`src/rtl/wurx_pkg.sv`:
```
// Package: shared constants and types for the wide-character UART receiver.
// Assumes data lengths up to 14 bits and at most one parity and two stop bits.
package wurx_pkg;

    localparam int MIN_BITS = 5;
    localparam int OVERSAMPLE = 16;
    localparam int MID_PHASE = 7;

    typedef enum logic [2:0] {
        ST_IDLE,
        ST_START,
        ST_DATA,
        ST_PAR,
        ST_STOP,
        ST_WAITHI,
        ST_BRK
    } rx_state_t;

endpackage

```
`src/rtl/wurx_sync.sv`:
```
// Module: multi-stage synchroniser for the asynchronous serial line.
// Assumes the line idles high; the reset value therefore is high.
module wurx_sync #(
    parameter int STAGES = 2
) (
    input  logic clk,
    input  logic rst_n,
    input  logic din,
    output logic dout
);
    logic [STAGES-1:0] sh_q;

    generate
        for (genvar g = 0; g < STAGES; g++) begin : g_stage
            if (g == 0) begin : g_first
                // Capture the raw line into the first stage.
                always_ff @(posedge clk) begin
                    if (!rst_n) sh_q[0] <= 1'b1;
                    else        sh_q[0] <= din;
                end
            end else begin : g_next
                // Pass the value down the chain.
                always_ff @(posedge clk) begin
                    if (!rst_n) sh_q[g] <= 1'b1;
                    else        sh_q[g] <= sh_q[g-1];
                end
            end
        end
    endgenerate

    assign dout = sh_q[STAGES-1];
endmodule

```
`src/rtl/wurx_frame.sv`:
```
// Module: bit-timing state machine that assembles one character per frame.
// Samples each bit on the eighth enable of its 16-enable period, reports
// parity, framing and break status at the middle of the final stop bit, and
// measures break length in character times. Assumes len is already clamped.
module wurx_frame
    import wurx_pkg::*;
#(
    parameter int DATA_W = 14,
    parameter int LEN_W  = 4,
    parameter int TW     = 9,
    parameter int CNT_W  = 16
) (
    input  logic              clk,
    input  logic              rst_n,
    input  logic              tick,
    input  logic              line,
    input  logic [LEN_W-1:0]  len,
    input  logic              par_en,
    input  logic              par_odd,
    input  logic              two_stop,
    input  logic [TW-1:0]     char_ticks,
    output logic              valid,
    output logic [DATA_W-1:0] data,
    output logic              par_err,
    output logic              frm_err,
    output logic              brk,
    output logic              brk_end,
    output logic [CNT_W-1:0]  brk_len
);
    rx_state_t          st_q;
    logic [3:0]         phase_q;
    logic [LEN_W-1:0]   bit_q;
    logic [DATA_W-1:0]  shf_q;
    logic               par_q;
    logic               stop_idx_q;
    logic               stop_any_q;
    logic               stop_all_q;
    logic [TW-1:0]      chr_q;
    logic [CNT_W-1:0]   bcnt_q;

    logic mid, last;
    logic fin_any, fin_all, fin_brk, last_stop;

    // Decode the sampling point and the end of a bit period.
    always_comb begin
        mid  = (phase_q == 4'(MID_PHASE));
        last = (phase_q == 4'(OVERSAMPLE - 1));
    end

    // Combine the current stop sample with the earlier one to classify the frame.
    always_comb begin
        last_stop = (stop_idx_q == two_stop);
        fin_any   = stop_any_q | ~line;
        fin_all   = stop_all_q & ~line;
        fin_brk   = (shf_q == '0) && !(par_en && par_q) && fin_all;
    end

    // Frame state machine, advanced only on the oversampling enable.
    always_ff @(posedge clk) begin
        if (!rst_n) begin
            st_q       <= ST_IDLE;
            phase_q    <= '0;
            bit_q      <= '0;
            shf_q      <= '0;
            par_q      <= 1'b0;
            stop_idx_q <= 1'b0;
            stop_any_q <= 1'b0;
            stop_all_q <= 1'b1;
            chr_q      <= '0;
            bcnt_q     <= '0;
            valid      <= 1'b0;
            data       <= '0;
            par_err    <= 1'b0;
            frm_err    <= 1'b0;
            brk        <= 1'b0;
            brk_end    <= 1'b0;
            brk_len    <= '0;
        end else begin
            valid   <= 1'b0;
            brk_end <= 1'b0;
            if (tick) begin
                case (st_q)
                    ST_IDLE: begin
                        phase_q <= '0;
                        if (!line) st_q <= ST_START;
                    end
                    ST_START: begin
                        phase_q <= phase_q + 4'd1;
                        if (mid && line) begin
                            st_q <= ST_IDLE;
                        end else if (last) begin
                            st_q       <= ST_DATA;
                            phase_q    <= '0;
                            bit_q      <= '0;
                            shf_q      <= '0;
                            par_q      <= 1'b0;
                            stop_idx_q <= 1'b0;
                            stop_any_q <= 1'b0;
                            stop_all_q <= 1'b1;
                        end
                    end
                    ST_DATA: begin
                        phase_q <= phase_q + 4'd1;
                        if (mid) shf_q[bit_q] <= line;
                        if (last) begin
                            phase_q <= '0;
                            if (bit_q == len - LEN_W'(1)) st_q <= par_en ? ST_PAR : ST_STOP;
                            else                          bit_q <= bit_q + LEN_W'(1);
                        end
                    end
                    ST_PAR: begin
                        phase_q <= phase_q + 4'd1;
                        if (mid) par_q <= line;
                        if (last) begin
                            phase_q <= '0;
                            st_q    <= ST_STOP;
                        end
                    end
                    ST_STOP: begin
                        phase_q <= phase_q + 4'd1;
                        if (mid && last_stop) begin
                            valid   <= 1'b1;
                            data    <= shf_q;
                            brk     <= fin_brk;
                            frm_err <= fin_any && !fin_brk;
                            par_err <= par_en && !fin_brk && (^shf_q ^ par_q ^ par_odd);
                            phase_q <= '0;
                            if (fin_brk) begin
                                st_q   <= ST_BRK;
                                bcnt_q <= CNT_W'(1);
                                chr_q  <= '0;
                            end else if (!line) begin
                                st_q <= ST_WAITHI;
                            end else begin
                                st_q <= ST_IDLE;
                            end
                        end else begin
                            if (mid) begin
                                stop_any_q <= fin_any;
                                stop_all_q <= fin_all;
                            end
                            if (last) begin
                                phase_q    <= '0;
                                stop_idx_q <= 1'b1;
                            end
                        end
                    end
                    ST_WAITHI: begin
                        if (line) st_q <= ST_IDLE;
                    end
                    ST_BRK: begin
                        if (line) begin
                            brk_end <= 1'b1;
                            brk_len <= bcnt_q;
                            st_q    <= ST_IDLE;
                        end else if (chr_q == char_ticks - TW'(1)) begin
                            chr_q <= '0;
                            if (bcnt_q != '1) bcnt_q <= bcnt_q + CNT_W'(1);
                        end else begin
                            chr_q <= chr_q + TW'(1);
                        end
                    end
                    default: st_q <= ST_IDLE;
                endcase
            end
        end
    end
endmodule

```
`src/rtl/wurx_idle.sv`:
```
// Module: idle-character timer used for message framing.
// Counts whole character times of continuous high line after each received
// character and pulses once when the programmed number has elapsed.
// Assumes char_done is a one-cycle pulse; a zero maximum never arms.
module wurx_idle #(
    parameter int TW    = 9,
    parameter int CNT_W = 16
) (
    input  logic             clk,
    input  logic             rst_n,
    input  logic             tick,
    input  logic             line,
    input  logic [TW-1:0]    char_ticks,
    input  logic [CNT_W-1:0] max_idle,
    input  logic             char_done,
    output logic             idle_to
);
    logic             armed_q;
    logic [CNT_W-1:0] down_q;
    logic [TW-1:0]    tcnt_q;

    // Reload on a character, then count down whole idle character times.
    always_ff @(posedge clk) begin
        if (!rst_n) begin
            armed_q <= 1'b0;
            down_q  <= '0;
            tcnt_q  <= '0;
            idle_to <= 1'b0;
        end else begin
            idle_to <= 1'b0;
            if (char_done) begin
                armed_q <= (max_idle != '0);
                down_q  <= max_idle;
                tcnt_q  <= '0;
            end else if (tick && armed_q) begin
                if (!line) begin
                    tcnt_q <= '0;
                end else if (tcnt_q == char_ticks - TW'(1)) begin
                    tcnt_q <= '0;
                    down_q <= down_q - CNT_W'(1);
                    if (down_q == CNT_W'(1)) begin
                        idle_to <= 1'b1;
                        armed_q <= 1'b0;
                    end
                end else begin
                    tcnt_q <= tcnt_q + TW'(1);
                end
            end
        end
    end
endmodule

```
`src/rtl/wide_uart_rx.sv`:
```
// Module: top of the wide-character UART receiver.
// Synchronises the line, clamps the data length, derives the character time
// and connects the frame engine to the idle timer.
// Assumes configuration is held steady while characters are in flight.
module wide_uart_rx #(
    parameter int DATA_W      = 14,
    parameter int CNT_W       = 16,
    parameter int SYNC_STAGES = 2,
    parameter int LEN_W       = 4
) (
    input  logic              clk,
    input  logic              rst_n,
    input  logic              tick16,
    input  logic              rxd,
    input  logic [LEN_W-1:0]  cfg_len,
    input  logic              cfg_par_en,
    input  logic              cfg_par_odd,
    input  logic              cfg_two_stop,
    input  logic [CNT_W-1:0]  cfg_max_idle,
    output logic              rx_valid,
    output logic [DATA_W-1:0] rx_data,
    output logic              rx_par_err,
    output logic              rx_frm_err,
    output logic              rx_brk,
    output logic              brk_end,
    output logic [CNT_W-1:0]  brk_len,
    output logic              idle_to
);
    import wurx_pkg::*;

    localparam int MAX_CHAR_BITS = DATA_W + 4;
    localparam int TW = $clog2(MAX_CHAR_BITS * OVERSAMPLE + 1);

    logic             line_s;
    logic [LEN_W-1:0] eff_len;
    logic [TW-1:0]    char_ticks;

    wurx_sync #(.STAGES(SYNC_STAGES)) u_sync (
        .clk  (clk),
        .rst_n(rst_n),
        .din  (rxd),
        .dout (line_s)
    );

    // Clamp the requested data length to the supported range.
    always_comb begin
        if (cfg_len < LEN_W'(MIN_BITS))     eff_len = LEN_W'(MIN_BITS);
        else if (cfg_len > LEN_W'(DATA_W))  eff_len = LEN_W'(DATA_W);
        else                                eff_len = cfg_len;
    end

    // Character time in enables: start, data, optional parity, stop bits.
    always_comb begin
        char_ticks = TW'((TW'(eff_len) + TW'(2) + TW'(cfg_par_en) + TW'(cfg_two_stop))
                         * TW'(OVERSAMPLE));
    end

    wurx_frame #(
        .DATA_W(DATA_W),
        .LEN_W (LEN_W),
        .TW    (TW),
        .CNT_W (CNT_W)
    ) u_frame (
        .clk       (clk),
        .rst_n     (rst_n),
        .tick      (tick16),
        .line      (line_s),
        .len       (eff_len),
        .par_en    (cfg_par_en),
        .par_odd   (cfg_par_odd),
        .two_stop  (cfg_two_stop),
        .char_ticks(char_ticks),
        .valid     (rx_valid),
        .data      (rx_data),
        .par_err   (rx_par_err),
        .frm_err   (rx_frm_err),
        .brk       (rx_brk),
        .brk_end   (brk_end),
        .brk_len   (brk_len)
    );

    wurx_idle #(
        .TW   (TW),
        .CNT_W(CNT_W)
    ) u_idle (
        .clk       (clk),
        .rst_n     (rst_n),
        .tick      (tick16),
        .line      (line_s),
        .char_ticks(char_ticks),
        .max_idle  (cfg_max_idle),
        .char_done (rx_valid),
        .idle_to   (idle_to)
    );
endmodule

```
`config.mk`:
```
export PLATFORM = sky130hd
export DESIGN_NAME = wide_uart_rx
export DESIGN_NICKNAME = d
export VERILOG_FILES = /design/src/rtl/wurx_pkg.sv /design/src/rtl/wurx_sync.sv /design/src/rtl/wurx_frame.sv /design/src/rtl/wurx_idle.sv /design/src/rtl/wide_uart_rx.sv
export SDC_FILE = /design/constraint.sdc
export NUM_CORES = 1
export LEC_CHECK = 0
export ABC_AREA = 1
export ABC_CLOCK_PERIOD_IN_PS = 3000
export BUFFER_PORTS_ARGS = -buffer_cell sky130_fd_sc_hd__buf_2
export CORE_UTILIZATION = 35
export CTS_CLUSTER_DIAMETER = 50
export DETAILED_ROUTE_END_ITERATION = 12
export GPL_TIMING_DRIVEN = 0
export HOLD_SLACK_MARGIN = 0.06
export MAX_ROUTING_LAYER = met4
export PLACE_DENSITY = 0.59
export SYNTH_ARGS = -nofsm -noshare
export SYNTH_HDL_FRONTEND = slang
export SYNTH_HIERARCHICAL = 1
export SYNTH_SLANG_ARGS = --single-unit
```
`constraint.sdc`:
```
create_clock -name clk -period 3 [get_ports clk]
set_clock_uncertainty 0.2 [all_clocks]
set_input_delay 0.15 -clock clk [delete_from_list [all_inputs] [get_ports clk]]
set_output_delay 0.15 -clock clk [all_outputs]
set_load 0.05 [all_outputs]
```
==> results.md <==
* Outcome: finished, final reports clean
* Vias in the first global route at 6874
* Max stage delay on crit path at 0.40 ns
* IO Pins at 63
* Crit path max-delay family: simple AND/OR/NAND/NOR gates
* Ys Warns at 6
* H-Tree Level Count at 4
* R2r setup slk at 0.50 ns
* PnR worst setup slack at 0.261 ns
* RR Endpoint: u_frame/bcnt_q[8]
* ANT nets after route at 0
* Worst Hold Depth at 6
* Overflow after GRT at 0
* Synth Instances at 1090
* Crit share post-route at 91.3%
* Routed len/inst at 12.7 um
* WL final at 19100 um
* Post-synthesis sequential area ratio at 33.0%
* Pin count of the biggest net entering global routing at 17
* WS Path Type: in -> reg
* Synth area leader: dfxtp_1
* Area post-placement at 7900 sq um
* Area share of the largest cell type after synthesis at 33.0%
* Startpoint types: input port
* Final setup fails at 0
* Max Root-Sink Buffers at 2
* Crit path depth at 21
* FF+latch count, synth at 118
* CTS buffer count at 17
* Total die area at 21000 sq um
* Final Hold Viols at 0
* Worst Path Required at 3.10 ns
* Vias/cell at 4.82
* Clock tree sinks at 118
* Most frequent cells in the layout: nand2_1 (229), nor2_1 (137), inv_1 (127)
* Final instance area at 8740 sq um
* GPL Wtd Cong at 0.953
* Clock Latency Late Sink at 0.42 ns
* GR Util met1 at 24.8%
* Crit-path cells: buf_2 > nand2_1 > o21ai_0 > nand2_1 > fa_1 > inv_1 > ha_2 > xnor2_4 > nor2_1 > nand2_1 > clkinv_1 > nand3_1 > nand3_1 > nand2_1 > nor2_1 > nand2_2 > nand2_4 > clkbuf_4 > nand3_1 > o21ai_1 > a21oi_1
* Hold Crit Class: in -> reg
* Cell total after placement at 1444
* Min cycle time layout at 2.74 ns
* Synth area leaders: dfxtp_1 (33%), nand2_1 (12%), nor2_1 (7.2%)
* Pleak at 3.76 nW
* Max FO, Critical Path at 10
* Slowest stage cell, crit path: fa_1
* GR Layer Usage met2 at 30.0%
* Mapped Area at 7160 sq um
* Share of cells above drive strength 1 at 11.7%
* Met3 GRT Util at 4.31%
* Rel. slew slack at 52.8%
* Post-synth cell types at 49
* Peak Freq at 365 MHz
* Syn Area/Cell at 6.57 sq um
* Post-layout net count at 1271
* Global-route wire length before repair at 32500 um
* Worst-margin pin slew at 0.702 ns
* Syn-to-layout area delta at 22.1%
* Initial Utilization at 36.2%
* Most frequent CP cell: nand2_1
* Post-route insts no fill at 1500
* Pwr dens at 524 nW/um^2
* CP startpoint: cfg_len[3]
* R2r startpoint: u_frame/phase_q[0]
* GRT Total Usage at 19.4%
* Worst path bufs/invs at 4
* VDD IR max at 0.430 mV
* CTS tree: done
* Drt first pass iters at 5
* CP Capture Type: flop
* Reg2reg path depth at 14
* Unrepaired setup endpoints after global routing: no
* DP HPWL at 14300 um
* Die height at 145 um
* Core area at 19800 sq um
* CP Capture Point: u_frame/bcnt_q[3]
* Arrival time at the worst endpoint at 2.84 ns
* Maximum capacitance violations at 0
* # port buffers at 62
* GRT busiest layer: met2
* Row count at 51
* Residual DRC at 0
* Most common cell after layout, fill and taps aside: nand2_1
* Root Driver: clkbuf_16
* Chip Width at 145 um
* Initial antenna violation count at 0
* Via count at 7224
* Final Slew Violations at 0
* Number of DRC markers in iteration 0 at 369
* N_diodes at 0
* Clock-pin slew on the worst setup and hold paths at 0.05 ns
* Worst slack, placed at -0.367 ns
==> metrics by stage <==
| step | TNS (ns) | total power [mW] | util (%) | hold WS [ns] |
|---|---|---|---|---|
| global placement | -6.49 | 2.59 | 39.9 | 0.147 |
| detailed placement | -7.64 | 2.59 | 39.9 | 0.144 |
| floorplan | 0 | 2.38 | - | 0.0187 |
| global route | 0 | 4.83 | 44.2 | 0.132 |
| CTS | 0 | 4.61 | 44.0 | 0.102 |
| finish | 0 | 4.58 | 44.2 | 0.114 |
==> sequential cells by signal (all words and copies together) (netlist names), 3 cells and up <==
| register | flops |
|---|---|
| u_frame/chr_q | 9 |
| u_frame/brk_len | 16 |
| u_frame/bit_q | 4 |
| u_frame/bcnt_q | 16 |
| u_frame/phase_q | 4 |
| u_frame/st_q | 3 |
| u_idle/tcnt_q | 9 |
| u_frame/data | 14 |
| u_frame/shf_q | 14 |
| u_idle/down_q | 16 |
==> worst reg2reg max path: cells and delay by family (launching register included) <==
family	cells	cell delay, ns
buffers and inverters	2	0.24
adder cells (fa/ha/maj)	1	0.21
AND/OR/NAND/NOR	11	1.36
flip-flops	1	0.38
==> cell families after synthesis <==
logic type                 share of synthesized area (%)
and+or+nand+nor                                     34.2
AOI/OAI and AO/OA                                   14.3
buffers and inverters                               9.33
DFF                                                 33.0
xor gates and xnor gates                            5.23
adders and majority gates                           3.95
other                                             0.0524
==> synthesized netlist by cell type, drive strengths merged <==
| library cell | instances |
|---|---|
| a211oi | 3 |
| a21oi | 91 |
| a22oi | 1 |
| a311oi | 1 |
| a31o | 1 |
| a31oi | 1 |
| a41oi | 1 |
| and3 | 1 |
| buf | 10 |
| clkbuf | 20 |
| clkinv | 7 |
| conb | 1 |
| dfxtp | 118 |
| fa | 1 |
| ha | 21 |
| inv | 133 |
| nand2 | 240 |
| nand3 | 94 |
| nand3b | 3 |
| nand4 | 26 |
| nor2 | 145 |
| nor3 | 22 |
| nor3b | 5 |
| nor4 | 5 |
| o211ai | 2 |
| o21ai | 91 |
| o21bai | 2 |
| or2 | 3 |
| xnor2 | 17 |
| xor2 | 24 |
==> area by class of cell <==
| class | count | area, sq um |
|---|---|---|
| fillers | 2072 | 11000 |
| multi-input cells | 829 | 4250 |
| flip-flops and latches | 118 | 2360 |
| repair buffers | 86 | 548 |
| inverters | 140 | 527 |
| clock buffers | 21 | 450 |
| well taps | 265 | 332 |
| plain buffers | 30 | 144 |
| clock inverters | 11 | 126 |
==> power breakdown <==
group / internal, mW / leakage [nW] / switching (mW)
Combinational: 0.302 / 2.54 / 0.625
Clock: 1.24 / 0.270 / 0.734
Sequential: 1.62 / 0.951 / 0.0593
Total: 3.16 / 3.76 / 1.42
==> repair_timing <==
| item | CTS | global route |
|---|---|---|
| buffers inserted | 0 | 1 |
| endpoints found under the setup margin | 0 | 33 |
| hold buffers | 23 | 0 |
| gates resized for setup | 0 | 6 |
| endpoints found under the hold margin | 33 | 0 |
==> worst min-delay path by stage <==
stage / start / end / slack (ns)
floorplan: rst_n / u_sync/sh_q[0] / 0.02
global placement: rxd / u_sync/sh_q[0] / 0.15
detailed placement: rxd / u_sync/sh_q[0] / 0.14
CTS: cfg_par_en / u_frame/st_q[0] / 0.10
global route: cfg_par_en / u_frame/st_q[0] / 0.13
finish: cfg_par_en / u_frame/st_q[0] / 0.11
==> per-layer routing <==
| layer | up-vias | part of all wire [%] |
|---|---|---|
| met2 | 152 | 45 |
| met5 | - | 0 |
| met1 | 3235 | 48 |
| met4 | 0 | 1.8 |
| met3 | 27 | 4.6 |
| li1 | 3810 | - |
Note: power is estimated with default switching activity, not from simulation.
